**src/rtl/pmac_pkg.sv**
```systemverilog
package pmac_pkg;
    localparam int NIB_W   = 4;
    localparam int UNITS   = 4;
    localparam int BYTE_W  = 2 * NIB_W;
    localparam int BUS_W   = UNITS * NIB_W;
    localparam int UPROD_W = 2 * (NIB_W + 1);
    localparam int PROD_W  = 2 * BYTE_W;

    // encoding is {weight is 8-bit, activation is 8-bit}
    typedef enum logic [1:0] {
        PM_4X4  = 2'b00,
        PM_W4A8 = 2'b01,
        PM_W8A4 = 2'b10,
        PM_8X8  = 2'b11
    } prec_mode_e;

    typedef logic signed [UPROD_W-1:0] uprod_t;
    typedef logic signed [PROD_W-1:0]  lprod_t;

    // how one 4x4 unit is fed and where its partial product goes
    typedef struct packed {
        logic [1:0] w_idx;
        logic       w_sgn;
        logic [1:0] a_idx;
        logic       a_sgn;
        logic [1:0] lane;
        logic [3:0] shift;
    } route_t;

    function automatic route_t unit_route(prec_mode_e m, logic [1:0] u);
        route_t r;
        case (m)
            PM_4X4: begin
                r.w_idx = u;         r.w_sgn = 1'b1;
                r.a_idx = u;         r.a_sgn = 1'b1;
                r.lane  = u;         r.shift = 4'd0;
            end
            PM_W4A8: begin
                r.w_idx = u >> 1;    r.w_sgn = 1'b1;
                r.a_idx = u;         r.a_sgn = u[0];
                r.lane  = u >> 1;    r.shift = u[0] ? 4'd4 : 4'd0;
            end
            PM_W8A4: begin
                r.w_idx = u;         r.w_sgn = u[0];
                r.a_idx = u >> 1;    r.a_sgn = 1'b1;
                r.lane  = u >> 1;    r.shift = u[0] ? 4'd4 : 4'd0;
            end
            default: begin
                r.w_idx = {1'b0, u[0]}; r.w_sgn = u[0];
                r.a_idx = {1'b0, u[1]}; r.a_sgn = u[1];
                r.lane  = 2'd0;
                r.shift = {u[0] & u[1], u[0] ^ u[1], 2'b00};
            end
        endcase
        return r;
    endfunction
endpackage

```
**src/rtl/pmac_nib_mult.sv**
```systemverilog
module pmac_nib_mult
    import pmac_pkg::*;
(
    input  logic [NIB_W-1:0] w_nib,
    input  logic             w_sgn,
    input  logic [NIB_W-1:0] a_nib,
    input  logic             a_sgn,
    output uprod_t           prod
);
    // a high nibble is signed, a low nibble unsigned: extend to 5 bits
    logic signed [NIB_W:0] w_ext, a_ext;

    assign w_ext = {w_sgn & w_nib[NIB_W-1], w_nib};
    assign a_ext = {a_sgn & a_nib[NIB_W-1], a_nib};
    assign prod  = w_ext * a_ext;
endmodule

```
**src/rtl/pmac_compose.sv**
```systemverilog
module pmac_compose
    import pmac_pkg::*;
(
    input  prec_mode_e mode,
    input  uprod_t     prods [UNITS],
    output lprod_t     lanes [UNITS]
);
    always_comb begin
        route_t r;
        lprod_t ext;
        for (int k = 0; k < UNITS; k++) lanes[k] = '0;
        for (int u = 0; u < UNITS; u++) begin
            r   = unit_route(mode, 2'(u));
            ext = lprod_t'(prods[u]);
            lanes[r.lane] = lanes[r.lane] + (ext <<< r.shift);
        end
    end
endmodule

```
**src/rtl/pmac_lane_acc.sv**
```systemverilog
module pmac_lane_acc
    import pmac_pkg::*;
#(
    parameter int ACC_W = 22
) (
    input  logic                    clk,
    input  logic                    rst,
    input  logic                    en,
    input  logic                    load,
    input  lprod_t                  lane_prod,
    output logic signed [ACC_W-1:0] acc
);
    always_ff @(posedge clk) begin
        if (rst)       acc <= '0;
        else if (en)   acc <= load ? ACC_W'(lane_prod) : acc + ACC_W'(lane_prod);
    end

    // no enable, no change
    a_r11_hold_idle: assert property (@(posedge clk) disable iff (rst)
        !en |=> $stable(acc));
endmodule

```
**src/rtl/pmac_array.sv**
```systemverilog
module pmac_array
    import pmac_pkg::*;
#(
    parameter int ACC_DEPTH = 64
) (
    input  logic                           clk,
    input  logic                           rst,
    input  logic                           in_valid,
    input  logic                           in_start,
    input  logic                           cfg_wgt8,
    input  logic                           cfg_act8,
    input  logic [BUS_W-1:0]               wgt_bus,
    input  logic [BUS_W-1:0]               act_bus,
    output logic                           out_valid,
    output logic [UNITS*(PROD_W+$clog2(ACC_DEPTH))-1:0] acc_bus
);
    localparam int ACC_W = PROD_W + $clog2(ACC_DEPTH);

    prec_mode_e mode_q, mode_eff;
    logic       take_start;
    uprod_t     u_prod  [UNITS];
    uprod_t     s1_prod [UNITS];
    lprod_t     lanes   [UNITS];
    logic       s1_valid, s1_start;
    prec_mode_e s1_mode;
    logic signed [ACC_W-1:0] acc_q [UNITS];

    // configuration is taken only on a start beat
    assign take_start = in_valid && in_start;
    assign mode_eff   = take_start ? prec_mode_e'({cfg_wgt8, cfg_act8}) : mode_q;

    always_ff @(posedge clk) begin
        if (rst)             mode_q <= PM_4X4;
        else if (take_start) mode_q <= mode_eff;
    end

    // stage 1: operand steering and 4x4 units
    for (genvar u = 0; u < UNITS; u++) begin : g_unit
        route_t r;
        assign r = unit_route(mode_eff, 2'(u));
        pmac_nib_mult u_mult (
            .w_nib (wgt_bus[int'(r.w_idx)*NIB_W +: NIB_W]),
            .w_sgn (r.w_sgn),
            .a_nib (act_bus[int'(r.a_idx)*NIB_W +: NIB_W]),
            .a_sgn (r.a_sgn),
            .prod  (u_prod[u])
        );
    end

    always_ff @(posedge clk) begin
        if (rst) begin
            s1_valid <= 1'b0;
            s1_start <= 1'b0;
            s1_mode  <= PM_4X4;
            for (int u = 0; u < UNITS; u++) s1_prod[u] <= '0;
        end else begin
            s1_valid <= in_valid;
            s1_start <= take_start;
            s1_mode  <= mode_eff;
            for (int u = 0; u < UNITS; u++) s1_prod[u] <= u_prod[u];
        end
    end

    // stage 2: recombine partial products and accumulate
    pmac_compose u_compose (
        .mode  (s1_mode),
        .prods (s1_prod),
        .lanes (lanes)
    );

    for (genvar k = 0; k < UNITS; k++) begin : g_lane
        pmac_lane_acc #(.ACC_W(ACC_W)) u_acc (
            .clk       (clk),
            .rst       (rst),
            .en        (s1_valid),
            .load      (s1_start),
            .lane_prod (lanes[k]),
            .acc       (acc_q[k])
        );
        assign acc_bus[k*ACC_W +: ACC_W] = acc_q[k];
    end

    always_ff @(posedge clk) begin
        if (rst) out_valid <= 1'b0;
        else     out_valid <= s1_valid;
    end

    // stored configuration moves only on a start beat
    a_r8_mode_latched: assert property (@(posedge clk) disable iff (rst)
        !take_start |=> $stable(mode_q));
    // two-edge latency, one output per beat
    a_r9_stage1: assert property (@(posedge clk) disable iff (rst)
        in_valid |=> s1_valid);
    a_r9_stage2: assert property (@(posedge clk) disable iff (rst)
        s1_valid |=> out_valid);
    a_r9_no_spurious: assert property (@(posedge clk) disable iff (rst)
        !s1_valid |=> !out_valid);
    // single-product mode leaves upper lanes at zero
    a_r4_idle_lanes: assert property (@(posedge clk) disable iff (rst)
        (s1_valid && s1_start && s1_mode == PM_8X8)
        |=> (acc_q[1] == '0 && acc_q[2] == '0 && acc_q[3] == '0));
    // two-product modes leave lanes 2 and 3 at zero
    a_r2_r3_idle_lanes: assert property (@(posedge clk) disable iff (rst)
        (s1_valid && s1_start && (s1_mode == PM_W4A8 || s1_mode == PM_W8A4))
        |=> (acc_q[2] == '0 && acc_q[3] == '0));
    // a composed product stays inside the signed 8x8 range
    a_r5_prod_range: assert property (@(posedge clk) disable iff (rst)
        s1_valid |-> (lanes[0] <= 16'sd16384 && lanes[0] >= -16'sd16256));
    // reset clears the output strobe
    a_r10_reset: assert property (@(posedge clk)
        rst |=> (!out_valid && acc_q[0] == '0));
endmodule

```
**config.mk**
```make
export PLATFORM = sky130hd
export DESIGN_NAME = pmac_array
export DESIGN_NICKNAME = d
export VERILOG_FILES = /design/src/rtl/pmac_pkg.sv /design/src/rtl/pmac_nib_mult.sv /design/src/rtl/pmac_compose.sv /design/src/rtl/pmac_lane_acc.sv /design/src/rtl/pmac_array.sv
export SDC_FILE = /design/constraint.sdc
export NUM_CORES = 1
export LEC_CHECK = 0
export CAP_MARGIN = 20
export CORE_ASPECT_RATIO = 1.25
export CORE_UTILIZATION = 45
export DETAILED_ROUTE_END_ITERATION = 12
export PLACE_DENSITY_LB_ADDON = 0.2
export RECOVER_POWER = 25
export SETUP_SLACK_MARGIN = 0.02
export SLEW_MARGIN = 20
export SYNTH_ARGS = -nofsm -noshare
export SYNTH_HDL_FRONTEND = slang
export SYNTH_SLANG_ARGS = --single-unit
```
**constraint.sdc**
```tcl
create_clock -name clk -period 23.1 [get_ports clk]
set_clock_uncertainty 0.2 [all_clocks]
set_input_delay 3.465 -clock clk [delete_from_list [all_inputs] [get_ports clk]]
set_output_delay 3.465 -clock clk [all_outputs]
set_load 0.05 [all_outputs]
```
==> results of run 1 <==
## how the worst max path moves through the flow
stage / start / to / slack (ns) / depth (start not counted)
floorplan: s1_mode[0] / g_lane[1].u_acc.acc[21] / 14.22 / 41
global placement: s1_mode[0] / g_lane[1].u_acc.acc[21] / 13.24 / 40
detailed placement: s1_mode[0] / g_lane[1].u_acc.acc[21] / 13.10 / 40
CTS: s1_mode[0] / g_lane[1].u_acc.acc[21] / 13.07 / 40
global route: s1_mode[1] / g_lane[1].u_acc.acc[21] / 12.25 / 40
finish: s1_mode[0] / g_lane[1].u_acc.acc[21] / 13.03 / 40
## registers in the layout (all words and copies together), names as in the netlist
signal,flops
s1_start,1
g_lane.u_acc.acc,88
out_valid,1
s1_valid,1
s1_prod,40
s1_mode,2
mode_q,2
## logic make-up after synthesis
| group | count (synthesis) | share of synthesized area (%) |
|---|---|---|
| AOI/OAI and AO/OA | 604 | 23.22 |
| xor gates and xnor gates | 125 | 6.530 |
| adders and majority gates | 273 | 23.48 |
| buffers and inverters | 240 | 5.336 |
| DFF | 135 | 16.01 |
| muxes | 77 | 4.832 |
| and+or+nand+nor | 744 | 20.59 |
## cells in the final DEF (no fill, tap or decap), types with 17 or more instances in the layout
| cell | netlist | layout |
|---|---|---|
| sky130_fd_sc_hd__ha_1 | 200 | 198 |
| sky130_fd_sc_hd__dlygate4sd3_1 | 0 | 42 |
| sky130_fd_sc_hd__o21ai_0 | 110 | 110 |
| sky130_fd_sc_hd__a21oi_1 | 188 | 188 |
| sky130_fd_sc_hd__nand2b_1 | 27 | 27 |
| sky130_fd_sc_hd__or2_2 | 17 | 17 |
| sky130_fd_sc_hd__xor2_1 | 43 | 43 |
| sky130_fd_sc_hd__xnor2_1 | 81 | 81 |
| sky130_fd_sc_hd__a211oi_1 | 66 | 66 |
| sky130_fd_sc_hd__inv_1 | 143 | 143 |
| sky130_fd_sc_hd__nor2_1 | 284 | 284 |
| sky130_fd_sc_hd__a21o_1 | 55 | 55 |
| sky130_fd_sc_hd__dfxtp_1 | 135 | 133 |
| sky130_fd_sc_hd__and2_1 | 37 | 36 |
| sky130_fd_sc_hd__mux2i_1 | 50 | 49 |
| sky130_fd_sc_hd__nor2b_1 | 65 | 65 |
| sky130_fd_sc_hd__nand2_1 | 148 | 148 |
| sky130_fd_sc_hd__nor3_1 | 71 | 71 |
| sky130_fd_sc_hd__mux2_2 | 25 | 25 |
| sky130_fd_sc_hd__nand3_1 | 37 | 37 |
| sky130_fd_sc_hd__o21a_1 | 22 | 22 |
| sky130_fd_sc_hd__clkbuf_16 | 0 | 17 |
| sky130_fd_sc_hd__clkdlybuf4s50_1 | 0 | 83 |
| sky130_fd_sc_hd__fa_1 | 73 | 73 |
## cell usage after synthesis, drive strengths merged (9+ instances only)
library cell / count
nor2b: 65
nand3: 37
a21o: 56
nor3: 71
fa: 73
a22o: 9
nand2b: 27
dfxtp: 135
o21bai: 11
mux2: 26
inv: 143
o22ai: 10
a311oi: 14
clkbuf: 76
xor2: 44
nand2: 149
buf: 19
xnor2: 81
o21a: 22
or3: 14
or2: 17
and3: 16
o31ai: 16
ha: 200
a21oi: 189
mux2i: 50
and2: 37
o211ai: 9
o21ai: 113
a211oi: 66
nor2: 285
## area by class of cell
type / instances / share of cell area, %
multi-input cells: 1823 / 69.62
flip-flops and latches: 135 / 14.20
repair buffers: 141 / 7.146
well taps: 480 / 3.147
inverters: 145 / 2.852
clock buffers: 17 / 2.229
clock inverters: 15 / 0.8064
## metrics by stage
stage          util, %  hold slack [ns]  worst slack, ns  power, mW
6_report         52.15           0.2919            13.03      1.780
3_5_place_dp     50.58           0.2857            13.10      1.504
5_1_grt          52.15           0.3156            12.25      1.935
3_3_place_gp     50.58           0.2728            13.24      1.481
4_1_cts          52.17           0.2925            13.07      1.784
2_1_floorplan        -           0.4077            14.22      1.211
## per-layer routing
layer	vias to the layer above	share of wire (%)	routed length [um]	track usage (%)
li1	7914	-	-	-
met1	7456	42	20640	31.36
met2	420	49	24130	46.04
met3	100	4.6	2274	3.462
met4	0	4.5	2194	12.06
met5	-	0	0	0
## worst reg2reg max path: cells and delay by family, from the launching register on
| kind | cells | cell delay [ns] |
|---|---|---|
| and+or+nand+nor | 10 | 2.08 |
| muxes | 2 | 0.66 |
| xor gates and xnor gates | 2 | 0.51 |
| DFF | 1 | 0.33 |
| buffers and inverters | 2 | 0.51 |
| adders and majority gates | 5 | 1.59 |
| AOI/OAI and AO/OA | 19 | 4.05 |
## power by group through the flow
stage          clock, mW  sequential, mW  combinational, mW
4_1_cts            0.278           0.315               1.19
3_5_place_dp           0           0.320               1.18
3_3_place_gp           0           0.320               1.16
6_report           0.272           0.315               1.19
2_1_floorplan          0           0.364              0.847
5_1_grt            0.288           0.320               1.33
==> metrics.log, run 1 <==
[metrics] total track usage: 26.14%
[metrics] cts-stage hold buffer count: 0
[metrics] highest fanout seen on the critical path: 50
[metrics] startpoint kind of the worst setup timing path: flop
[metrics] combined area of all synthesized cells: 16880 um^2
[metrics] placeable core area: 36600 um^2
[metrics] Flop pwr share: 17.7%
[metrics] floorplan row count: 78
[metrics] setup repair after global routing missed its margin: false
[metrics] failing checks: capacitance limit, slew limit
[metrics] cell with the largest stage delay on the worst path: sky130_fd_sc_hd__ha_1
[metrics] clock tree root buffer cell: sky130_fd_sc_hd__clkbuf_16
[metrics] count of filler cells inserted in the layout: 3573
[metrics] post-detailed-route DRC marker count: 0
[metrics] post-synthesis instance total: 2198
[metrics] CP Buf/Inv Count: 2
[metrics] internal power component: 0.9116 mW
[metrics] ratio of cells with drive above 1 in the final layout: 4.701%
[metrics] post-synthesis to final-layout area growth: 13.05%
[metrics] final standard cell area without fillers: 19080 um^2
[metrics] status: complete, but fails checks
[metrics] antenna cell count: 0
[metrics] Yosys warnings: 0
[metrics] Via-to-Cell Ratio: 5.766
[metrics] top cells by area in the synthesized netlist: sky130_fd_sc_hd__dfxtp_1, sky130_fd_sc_hd__ha_1, sky130_fd_sc_hd__fa_1
[metrics] Net Sw Frac: 48.77%
[metrics] Worst Reg-to-Reg Cells: 40
[metrics] Post-Syn Nets: 2509
[metrics] setup_tns: 0 ns
[metrics] detailed placement HPWL: 38750 um
[metrics] synth unique cells: 81
[metrics] worst rel slew slack: -108.9%
[metrics] initial standard-cell utilization of the core: 46.13%
[metrics] part of the cycle the worst path needs: 43.60%
[metrics] number of buffers added on ports: 126
[metrics] clock transition time at the flip-flop clock pins of the worst setup and hold paths: 0.06 ns
[metrics] WL final: 49240 um
[metrics] fmax: 0.09929 GHz
[metrics] count of endpoints failing hold in the final timing report: 0
[metrics] critical register-to-register path endpoint: g_lane[1].u_acc.acc[21]
[metrics] final weighted congestion in routability-driven placement: 0.9547
[metrics] number of instances resized during post-cts repair: 0
[metrics] Cell Count Post-Placement: 2724
[metrics] worst hold path cell count: 2
[metrics] Max Transition Viols Final: 137
[metrics] Boundary Pins: 127
[metrics] Data required, critical path: 23.22 ns
[metrics] EDFF count, synth: 0
[metrics] die height: 218.5 um
[metrics] hold endpoint: g_lane[1].u_acc.acc[0]
[metrics] number of max-cap violations: 2
[metrics] Clk Latency, worst-skew pair: 0.44 ns
[metrics] slowest stage delay, CP: 0.46 ns
[metrics] maximum number of pins on one net before global-route repair: 96
[metrics] leakage dissipation: 8.798 nW
[metrics] Top Family by Delay on Critical Path: compound AO/OA/AOI/OAI gates
[metrics] clk buf depth: 2
[metrics] PwrDens: 93.24 nW/um^2
[metrics] Die X-Extent: 175.2 um
[metrics] Psw: 0.8679 mW
[metrics] ys async rst share: 0%
[metrics] antenna viol nets, final: 0
[metrics] register-to-register setup slack: 13.03 ns
[metrics] min Tclk post-route: 10.07 ns
[metrics] Least-Margin Pin Slew: 3.134 ns
[metrics] class of the most critical setup path: reg -> reg
[metrics] portion of the post-synthesis area used by sequential elements: 16.01%
[metrics] die outline area: 38300 um^2
[metrics] Hold Path Origin: g_lane[1].u_acc.acc[0]
[metrics] most used flip-flop cell after synthesis: sky130_fd_sc_hd__dfxtp_1
[metrics] via count: 15890
[metrics] Clock Sink Count: 135
[metrics] flip-flop and latch count after synthesis: 135
[metrics] Nets: 2574
[metrics] footprint of the flip-flops and latches: 2710 um^2
[metrics] Data arrival, critical path: 10.20 ns
[metrics] first-pass GRT wire length: 80050 um
[metrics] number of antenna violations at the first check in global routing: 1
[metrics] area occupied by multi-input gates: 13290 um^2
[metrics] post-synth top area share: 16.01%
[metrics] Worst setup EP type: flop
[metrics] maximum ir drop on the vdd rail: 40.69 uV
[metrics] Initial DRT Pass Iterations: 5
[metrics] Remaining Overflow, GRT: 0
[metrics] worst min path class: reg -> reg
[metrics] TritonCTS clock tree: built
[metrics] placement-stage cell area: 18510 um^2
[metrics] final routed wire length divided by cell count: 17.87 um
[metrics] clock buffer count from CTS: 17
[metrics] clock network fraction of total power: 15.3%
[metrics] Post-CTS Setup Repair Bufs: 0
[metrics] initial drt markers: 942
[metrics] post-synthesis cell type with the largest combined area: sky130_fd_sc_hd__dfxtp_1
[metrics] worst reg2reg path startpoint: s1_mode[0]
[metrics] Finish-stage setup viols: 0
[metrics] via count of the first global-routing pass: 15408
[metrics] combinational share of power: 67.0%
[metrics] average instance area after synthesis: 7.680 um^2
[metrics] dominant cell type by count on the critical path: sky130_fd_sc_hd__ha_1
[metrics] htree depth: 4
[metrics] post-layout instance count excluding filler cells: 2756
(Power assumes the default switching activity.)
==> inputs of run 2 (changes only) <==
==> constraint.sdc (replaced) <==
create_clock -name clk -period 9.8 [get_ports clk]
set_clock_uncertainty 0.2 [all_clocks]
set_input_delay 1.47 -clock clk [delete_from_list [all_inputs] [get_ports clk]]
set_output_delay 1.47 -clock clk [all_outputs]
set_load 0.05 [all_outputs]
==> run 2 against run 1 <==
Against the previous run: the flow now finishes without violations; cell area increased by 0.69%; sequential power rose by 140%; die area is the same; core utilization up 0.36 points; first-iteration DRC count grew 6.3%; fmax rose by 9.8%; global-route usage decreased by 0.22 points; wire length is 0.22% higher; via count is 0.32% higher; sequential share of layout area fell by 0.097 points; power grew 140%; critical path type unchanged; largest cell class unchanged; highest routed layer is now met5.
==> metrics.log, run 2 (synthesis gave the netlist of run 1 again) <==
[metrics] first element of the critical path: s1_mode[0]
[metrics] most common cell after layout, fill and taps aside: sky130_fd_sc_hd__nor2_1
[metrics] end-of-flow core utilization: 52.51%
[metrics] htree depth: 4
[metrics] Die X-Extent: 175.2 um
[metrics] Nets: 2587
[metrics] cts-stage hold buffer count: 0
[metrics] via count: 15941
[metrics] cell with the largest stage delay on the worst path: sky130_fd_sc_hd__a211oi_1
[metrics] number of buffers added on ports: 126
[metrics] WL final: 49340 um
[metrics] leakage dissipation: 8.901 nW
[metrics] initial drt markers: 1001
[metrics] Net Sw Frac: 48.90%
[metrics] total track usage: 25.92%
[metrics] Worst setup EP type: flop
[metrics] final weighted congestion in routability-driven placement: 0.9788
[metrics] Via-to-Cell Ratio: 5.759
[metrics] Data required, critical path: 9.91 ns
[metrics] first-pass GRT wire length: 78800 um
[metrics] Setup Slack @ Placement: 0.3208 ns
[metrics] initial standard-cell utilization of the core: 46.13%
[metrics] Hold Path Origin: g_lane[1].u_acc.acc[0]
[metrics] post-synthesis to final-layout area growth: 13.83%
[metrics] part of the cycle the worst path needs: 93.59%
[metrics] clock buffer count from CTS: 17
[metrics] floorplan row count: 78
[metrics] Finish-stage setup viols: 0
[metrics] die height: 218.5 um
[metrics] worst min path class: reg -> reg
[metrics] Remaining Overflow, GRT: 0
[metrics] highest fanout seen on the critical path: 15
[metrics] combinational share of power: 67.9%
[metrics] Max Transition Viols Final: 0
[metrics] clock tree root buffer cell: sky130_fd_sc_hd__clkbuf_16
[metrics] Psw: 2.066 mW
[metrics] final routed wire length divided by cell count: 17.83 um
[metrics] Least-Margin Pin Slew: 0.9010 ns
[metrics] Setup WS post-layout: 0.6279 ns
[metrics] maximum number of pins on one net before global-route repair: 89
[metrics] min Tclk post-route: 9.172 ns
[metrics] placeable core area: 36600 um^2
[metrics] placement-stage cell area: 18610 um^2
[metrics] count of endpoints failing hold in the final timing report: 0
[metrics] final standard cell area without fillers: 19220 um^2
[metrics] Post-CTS Setup Repair Bufs: 0
[metrics] post-detailed-route DRC marker count: 0
[metrics] worst reg2reg path startpoint: s1_mode[0]
[metrics] antenna cell count: 0
[metrics] number of antenna violations at the first check in global routing: 1
[metrics] detailed placement HPWL: 38980 um
[metrics] ratio of cells with drive above 1 in the final layout: 5.638%
[metrics] Data arrival, critical path: 9.29 ns
[metrics] clk buf depth: 2
[metrics] startpoint kind of the worst setup timing path: flop
[metrics] worst rel slew slack: 39.71%
[metrics] class of the most critical setup path: reg -> reg
[metrics] clock transition time at the flip-flop clock pins of the worst setup and hold paths: 0.06 ns
[metrics] Clk Latency, worst-skew pair: 0.46 ns
[metrics] Boundary Pins: 127
[metrics] internal power component: 2.159 mW
[metrics] antenna viol nets, final: 0
[metrics] slowest stage delay, CP: 0.57 ns
[metrics] maximum ir drop on the vdd rail: 121.1 uV
[metrics] Largest regs: g_lane.u_acc.acc: 88 flops, s1_prod: 40 flops
[metrics] TritonCTS clock tree: built
[metrics] setup repair after global routing missed its margin: true
[metrics] PnR Total Power: 4.225 mW
[metrics] Flop pwr share: 17.6%
[metrics] via count of the first global-routing pass: 15242
[metrics] top register by number of flip-flops: g_lane.u_acc.acc
[metrics] count of filler cells inserted in the layout: 3575
[metrics] most frequent cells in the layout: sky130_fd_sc_hd__nor2_1, sky130_fd_sc_hd__ha_1, sky130_fd_sc_hd__a21oi_1
[metrics] die outline area: 38300 um^2
[metrics] status: completed
[metrics] setup_tns: 0 ns
[metrics] fmax: 0.1090 GHz
[metrics] clock network fraction of total power: 14.5%
[metrics] max FFs per register: 88
[metrics] PwrDens: 219.9 nW/um^2
[metrics] Initial DRT Pass Iterations: 5
[metrics] number of max-cap violations: 0
[metrics] Clock Sink Count: 135
-- run 2: area by class of cell --
| class | instances | area (um^2) | share of cell area [%] |
|---|---|---|---|
| clock inverters | 13 | 108.9 | 0.5665 |
| repair buffers | 154 | 1469 | 7.644 |
| clock buffers | 18 | 439.2 | 2.285 |
| inverters | 145 | 544.3 | 2.832 |
| multi-input cells | 1823 | 13340 | 69.44 |
| well taps | 480 | 600.6 | 3.125 |
| flip-flops and latches | 135 | 2710 | 14.10 |
-- run 2: worst max-delay path, delay by kind of cell (launching register included) --
kind | cells | cell delay [ns]
mux | 1 | 0.36
compound gates | 19 | 4.16
buf+inv | 4 | 0.71
simple gates | 11 | 1.62
flops | 1 | 0.33
fa+ha+maj | 5 | 1.63
-- run 2: final timing paths --
| kind | end | slack, ns | cells past startpoint |
|---|---|---|---|
| worst max-delay path | g_lane[2].u_acc.acc[21] | 0.63 | 40 |
| worst min-delay path | g_lane[1].u_acc.acc[0] | 0.29 | 2 |
| worst max register to register | g_lane[2].u_acc.acc[21] | 0.63 | 40 |
| worst min register to register | g_lane[1].u_acc.acc[0] | 0.29 | 2 |
-- run 2: per-layer routing --
metal  GRT usage, %  up-vias  part of all wire (%)
met3          3.897      101                   3.9
met1          30.51     7547                    43
met5              0        -                 0.024
met4          12.26        2                   4.5
li1               -     7942                     -
met2          45.90      349                    49
-- run 2: metrics by stage --
stage | hold slack [ns] | cells
2_1_floorplan | 0.4077 | 2198
3_3_place_gp | 0.2686 | 2737
3_5_place_dp | 0.2763 | 2737
4_1_cts | 0.2848 | 2768
5_1_grt | 0.3226 | 2768
6_report | 0.2854 | 2768
-- run 2: timing repair --
action,4_1_cts,5_1_grt
gates resized for setup,0,12
endpoints found under the setup margin,0,6
hold endpoints to repair,0,0
-- run 2: power groups by stage --
| stage | Clock [mW] | Combinational (mW) | Sequential, mW |
|---|---|---|---|
| global route | 0.651 | 3.18 | 0.754 |
| detailed placement | 0 | 2.84 | 0.755 |
| global placement | 0 | 2.78 | 0.754 |
| floorplan | 0 | 2.00 | 0.858 |
| CTS | 0.627 | 2.85 | 0.743 |
| finish | 0.615 | 2.87 | 0.743 |
==> inputs of run 3 (changes only) <==
--- a/config.mk
+++ b/config.mk
@@ -8,6 +8,8 @@
 export CAP_MARGIN = 20
 export CORE_ASPECT_RATIO = 1.25
 export CORE_UTILIZATION = 45
+export CTS_BUF_LIST = sky130_fd_sc_hd__clkbuf_16
+export CTS_CLUSTER_DIAMETER = 100
 export DETAILED_ROUTE_END_ITERATION = 12
 export PLACE_DENSITY_LB_ADDON = 0.2
 export RECOVER_POWER = 25
==> run 3 against run 2 <==
Against the previous run: sequential power about the same; global-route usage is essentially flat; sequential cell count unchanged; non-clock buffer count unchanged; power is 0.20% lower; largest cell class unchanged; fmax down 0.13%; via count about the same; wire length shrank 0.17%.
==> metrics.log, run 3 (synthesis gave the netlist of run 1 again) <==
[metrics] status: completed
[metrics] post-synthesis to final-layout area growth: 13.77%
[metrics] worst rel slew slack: 40.15%
[metrics] most common cell after layout, fill and taps aside: sky130_fd_sc_hd__nor2_1
[metrics] clock transition time at the flip-flop clock pins of the worst setup and hold paths: 0.06 ns
[metrics] post-detailed-route DRC marker count: 0
[metrics] Setup Slack @ Placement: 0.3208 ns
[metrics] part of the cycle the worst path needs: 93.72%
[metrics] critical register-to-register path endpoint: g_lane[2].u_acc.acc[21]
[metrics] Setup WS post-layout: 0.6159 ns
[metrics] number of buffers added on ports: 126
[metrics] clock buffer count from CTS: 17
[metrics] via count of the first global-routing pass: 15235
[metrics] clock tree root buffer cell: sky130_fd_sc_hd__clkbuf_16
[metrics] Nets: 2587
[metrics] first-pass GRT wire length: 78740 um
[metrics] worst hold path cell count: 2
[metrics] count of filler cells inserted in the layout: 3577
[metrics] final standard cell area without fillers: 19210 um^2
[metrics] register-to-register setup slack: 0.62 ns
[metrics] Finish-stage setup viols: 0
[metrics] Worst setup EP type: flop
[metrics] number of antenna violations at the first check in global routing: 1
[metrics] Via-to-Cell Ratio: 5.756
[metrics] Largest regs: g_lane.u_acc.acc: 88 flops, s1_prod: 40 flops
[metrics] max FFs per register: 88
[metrics] post-layout instance count excluding filler cells: 2768
[metrics] slowest stage delay, CP: 0.56 ns
[metrics] Cell Count Post-Placement: 2737
[metrics] via count: 15933
[metrics] die outline area: 38300 um^2
[metrics] worst min path class: reg -> reg
[metrics] PnR Total Power: 4.216 mW
[metrics] most frequent cells in the layout: sky130_fd_sc_hd__nor2_1, sky130_fd_sc_hd__ha_1, sky130_fd_sc_hd__a21oi_1
[metrics] Worst Reg-to-Reg Cells: 40
[metrics] Data arrival, critical path: 9.29 ns
[metrics] antenna cell count: 0
[metrics] Clock Sink Count: 135
[metrics] detailed placement HPWL: 38980 um
[metrics] leakage dissipation: 8.895 nW
[metrics] final routed wire length divided by cell count: 17.80 um
[metrics] ratio of cells with drive above 1 in the final layout: 5.594%
[metrics] floorplan row count: 78
[metrics] placeable core area: 36600 um^2
[metrics] WL final: 49260 um
[metrics] Die X-Extent: 175.2 um
[metrics] min Tclk post-route: 9.184 ns
[metrics] Data required, critical path: 9.91 ns
[metrics] cell with the largest stage delay on the worst path: sky130_fd_sc_hd__a211oi_1
[metrics] class of the most critical setup path: reg -> reg
[metrics] worst reg2reg path startpoint: s1_mode[0]
[metrics] Least-Margin Pin Slew: 0.8945 ns
[metrics] die height: 218.5 um
[metrics] Boundary Pins: 127
[metrics] count of endpoints failing hold in the final timing report: 0
[metrics] worst hold margin: 0.2853 ns
[metrics] highest fanout seen on the critical path: 15
[metrics] cts-stage hold buffer count: 0
[metrics] maximum ir drop on the vdd rail: 120.8 uV
[metrics] TritonCTS clock tree: built
[metrics] Max Transition Viols Final: 0
[metrics] startpoint kind of the worst setup timing path: flop
[metrics] Remaining Overflow, GRT: 0
[metrics] Post-CTS Setup Repair Bufs: 0
[metrics] Clk Latency, worst-skew pair: 0.46 ns
[metrics] antenna viol nets, final: 0
[metrics] top register by number of flip-flops: g_lane.u_acc.acc
[metrics] Initial DRT Pass Iterations: 5
[metrics] hold endpoint: g_lane[1].u_acc.acc[0]
[metrics] maximum number of pins on one net before global-route repair: 89
[metrics] htree depth: 4
[metrics] placement-stage cell area: 18610 um^2
[metrics] clk buf depth: 2
[metrics] initial standard-cell utilization of the core: 46.13%
[metrics] total track usage: 25.91%
[metrics] Hold Path Origin: g_lane[1].u_acc.acc[0]
[metrics] fmax: 0.1089 GHz
[metrics] initial drt markers: 1049
[metrics] number of max-cap violations: 0
[metrics] PwrDens: 219.5 nW/um^2
[metrics] final weighted congestion in routability-driven placement: 0.9788
[metrics] setup repair after global routing missed its margin: true
-- run 3: layout make-up --
cell class / instances / area [um^2] / share of cell area, %
multi-input cells: 1823 / 13340 / 69.48
flip-flops and latches: 135 / 2710 / 14.11
repair buffers: 154 / 1469 / 7.648
well taps: 480 / 600.6 / 3.127
inverters: 145 / 544.3 / 2.834
clock buffers: 17 / 425.4 / 2.215
clock inverters: 14 / 112.6 / 0.5863
-- run 3: worst max path at each step --
| stage | startpoint | to | slack, ns | depth (start not counted) |
|---|---|---|---|---|
| 2_1_floorplan | s1_mode[0] | g_lane[1].u_acc.acc[21] | 0.92 | 41 |
| 3_3_place_gp | s1_mode[0] | g_lane[1].u_acc.acc[21] | 0.57 | 39 |
| 3_5_place_dp | s1_mode[0] | g_lane[1].u_acc.acc[21] | 0.32 | 38 |
| 4_1_cts | s1_mode[0] | g_lane[1].u_acc.acc[21] | 0.23 | 38 |
| 5_1_grt | s1_mode[0] | g_lane[1].u_acc.acc[21] | -0.002 | 40 |
| 6_report | s1_mode[0] | g_lane[2].u_acc.acc[21] | 0.62 | 40 |
-- run 3: timing repair --
item	CTS	global route
hold endpoints to repair	0	0
endpoints found under the setup margin	0	6
gates resized for setup	0	12
-- run 3: critical path: cells and delay by family (launching register included) --
family / cells / cell delay, ns
adder cells (fa/ha/maj): 5 / 1.63
flip-flops: 1 / 0.33
buffers and inverters: 4 / 0.71
AO/OA/AOI/OAI: 19 / 4.19
multiplexers: 1 / 0.36
AND/OR/NAND/NOR: 11 / 1.62
-- run 3: metal layers --
metal	share of wire (%)	GRT usage, %	up-vias	routed length [um]
met2	49	45.82	385	23940
met3	4.2	3.897	106	2086
met5	0.024	0	-	12
met1	43	30.53	7503	20970
li1	-	-	7937	-
met4	4.6	12.26	2	2252
-- run 3: stage by stage --
| stage | util (%) | setup TNS, ns |
|---|---|---|
| finish | 52.48 | 0 |
| global placement | 50.85 | 0 |
| global route | 52.48 | -0.002040 |
| floorplan | - | 0 |
| detailed placement | 50.85 | 0 |
| CTS | 52.32 | 0 |
-- run 3: power by group --
part	internal, mW	leakage (nW)	switching (mW)
combinational	1.16	7.53	1.71
clock	0.342	0.250	0.264
sequential	0.647	1.12	0.0960
total	2.15	8.90	2.07
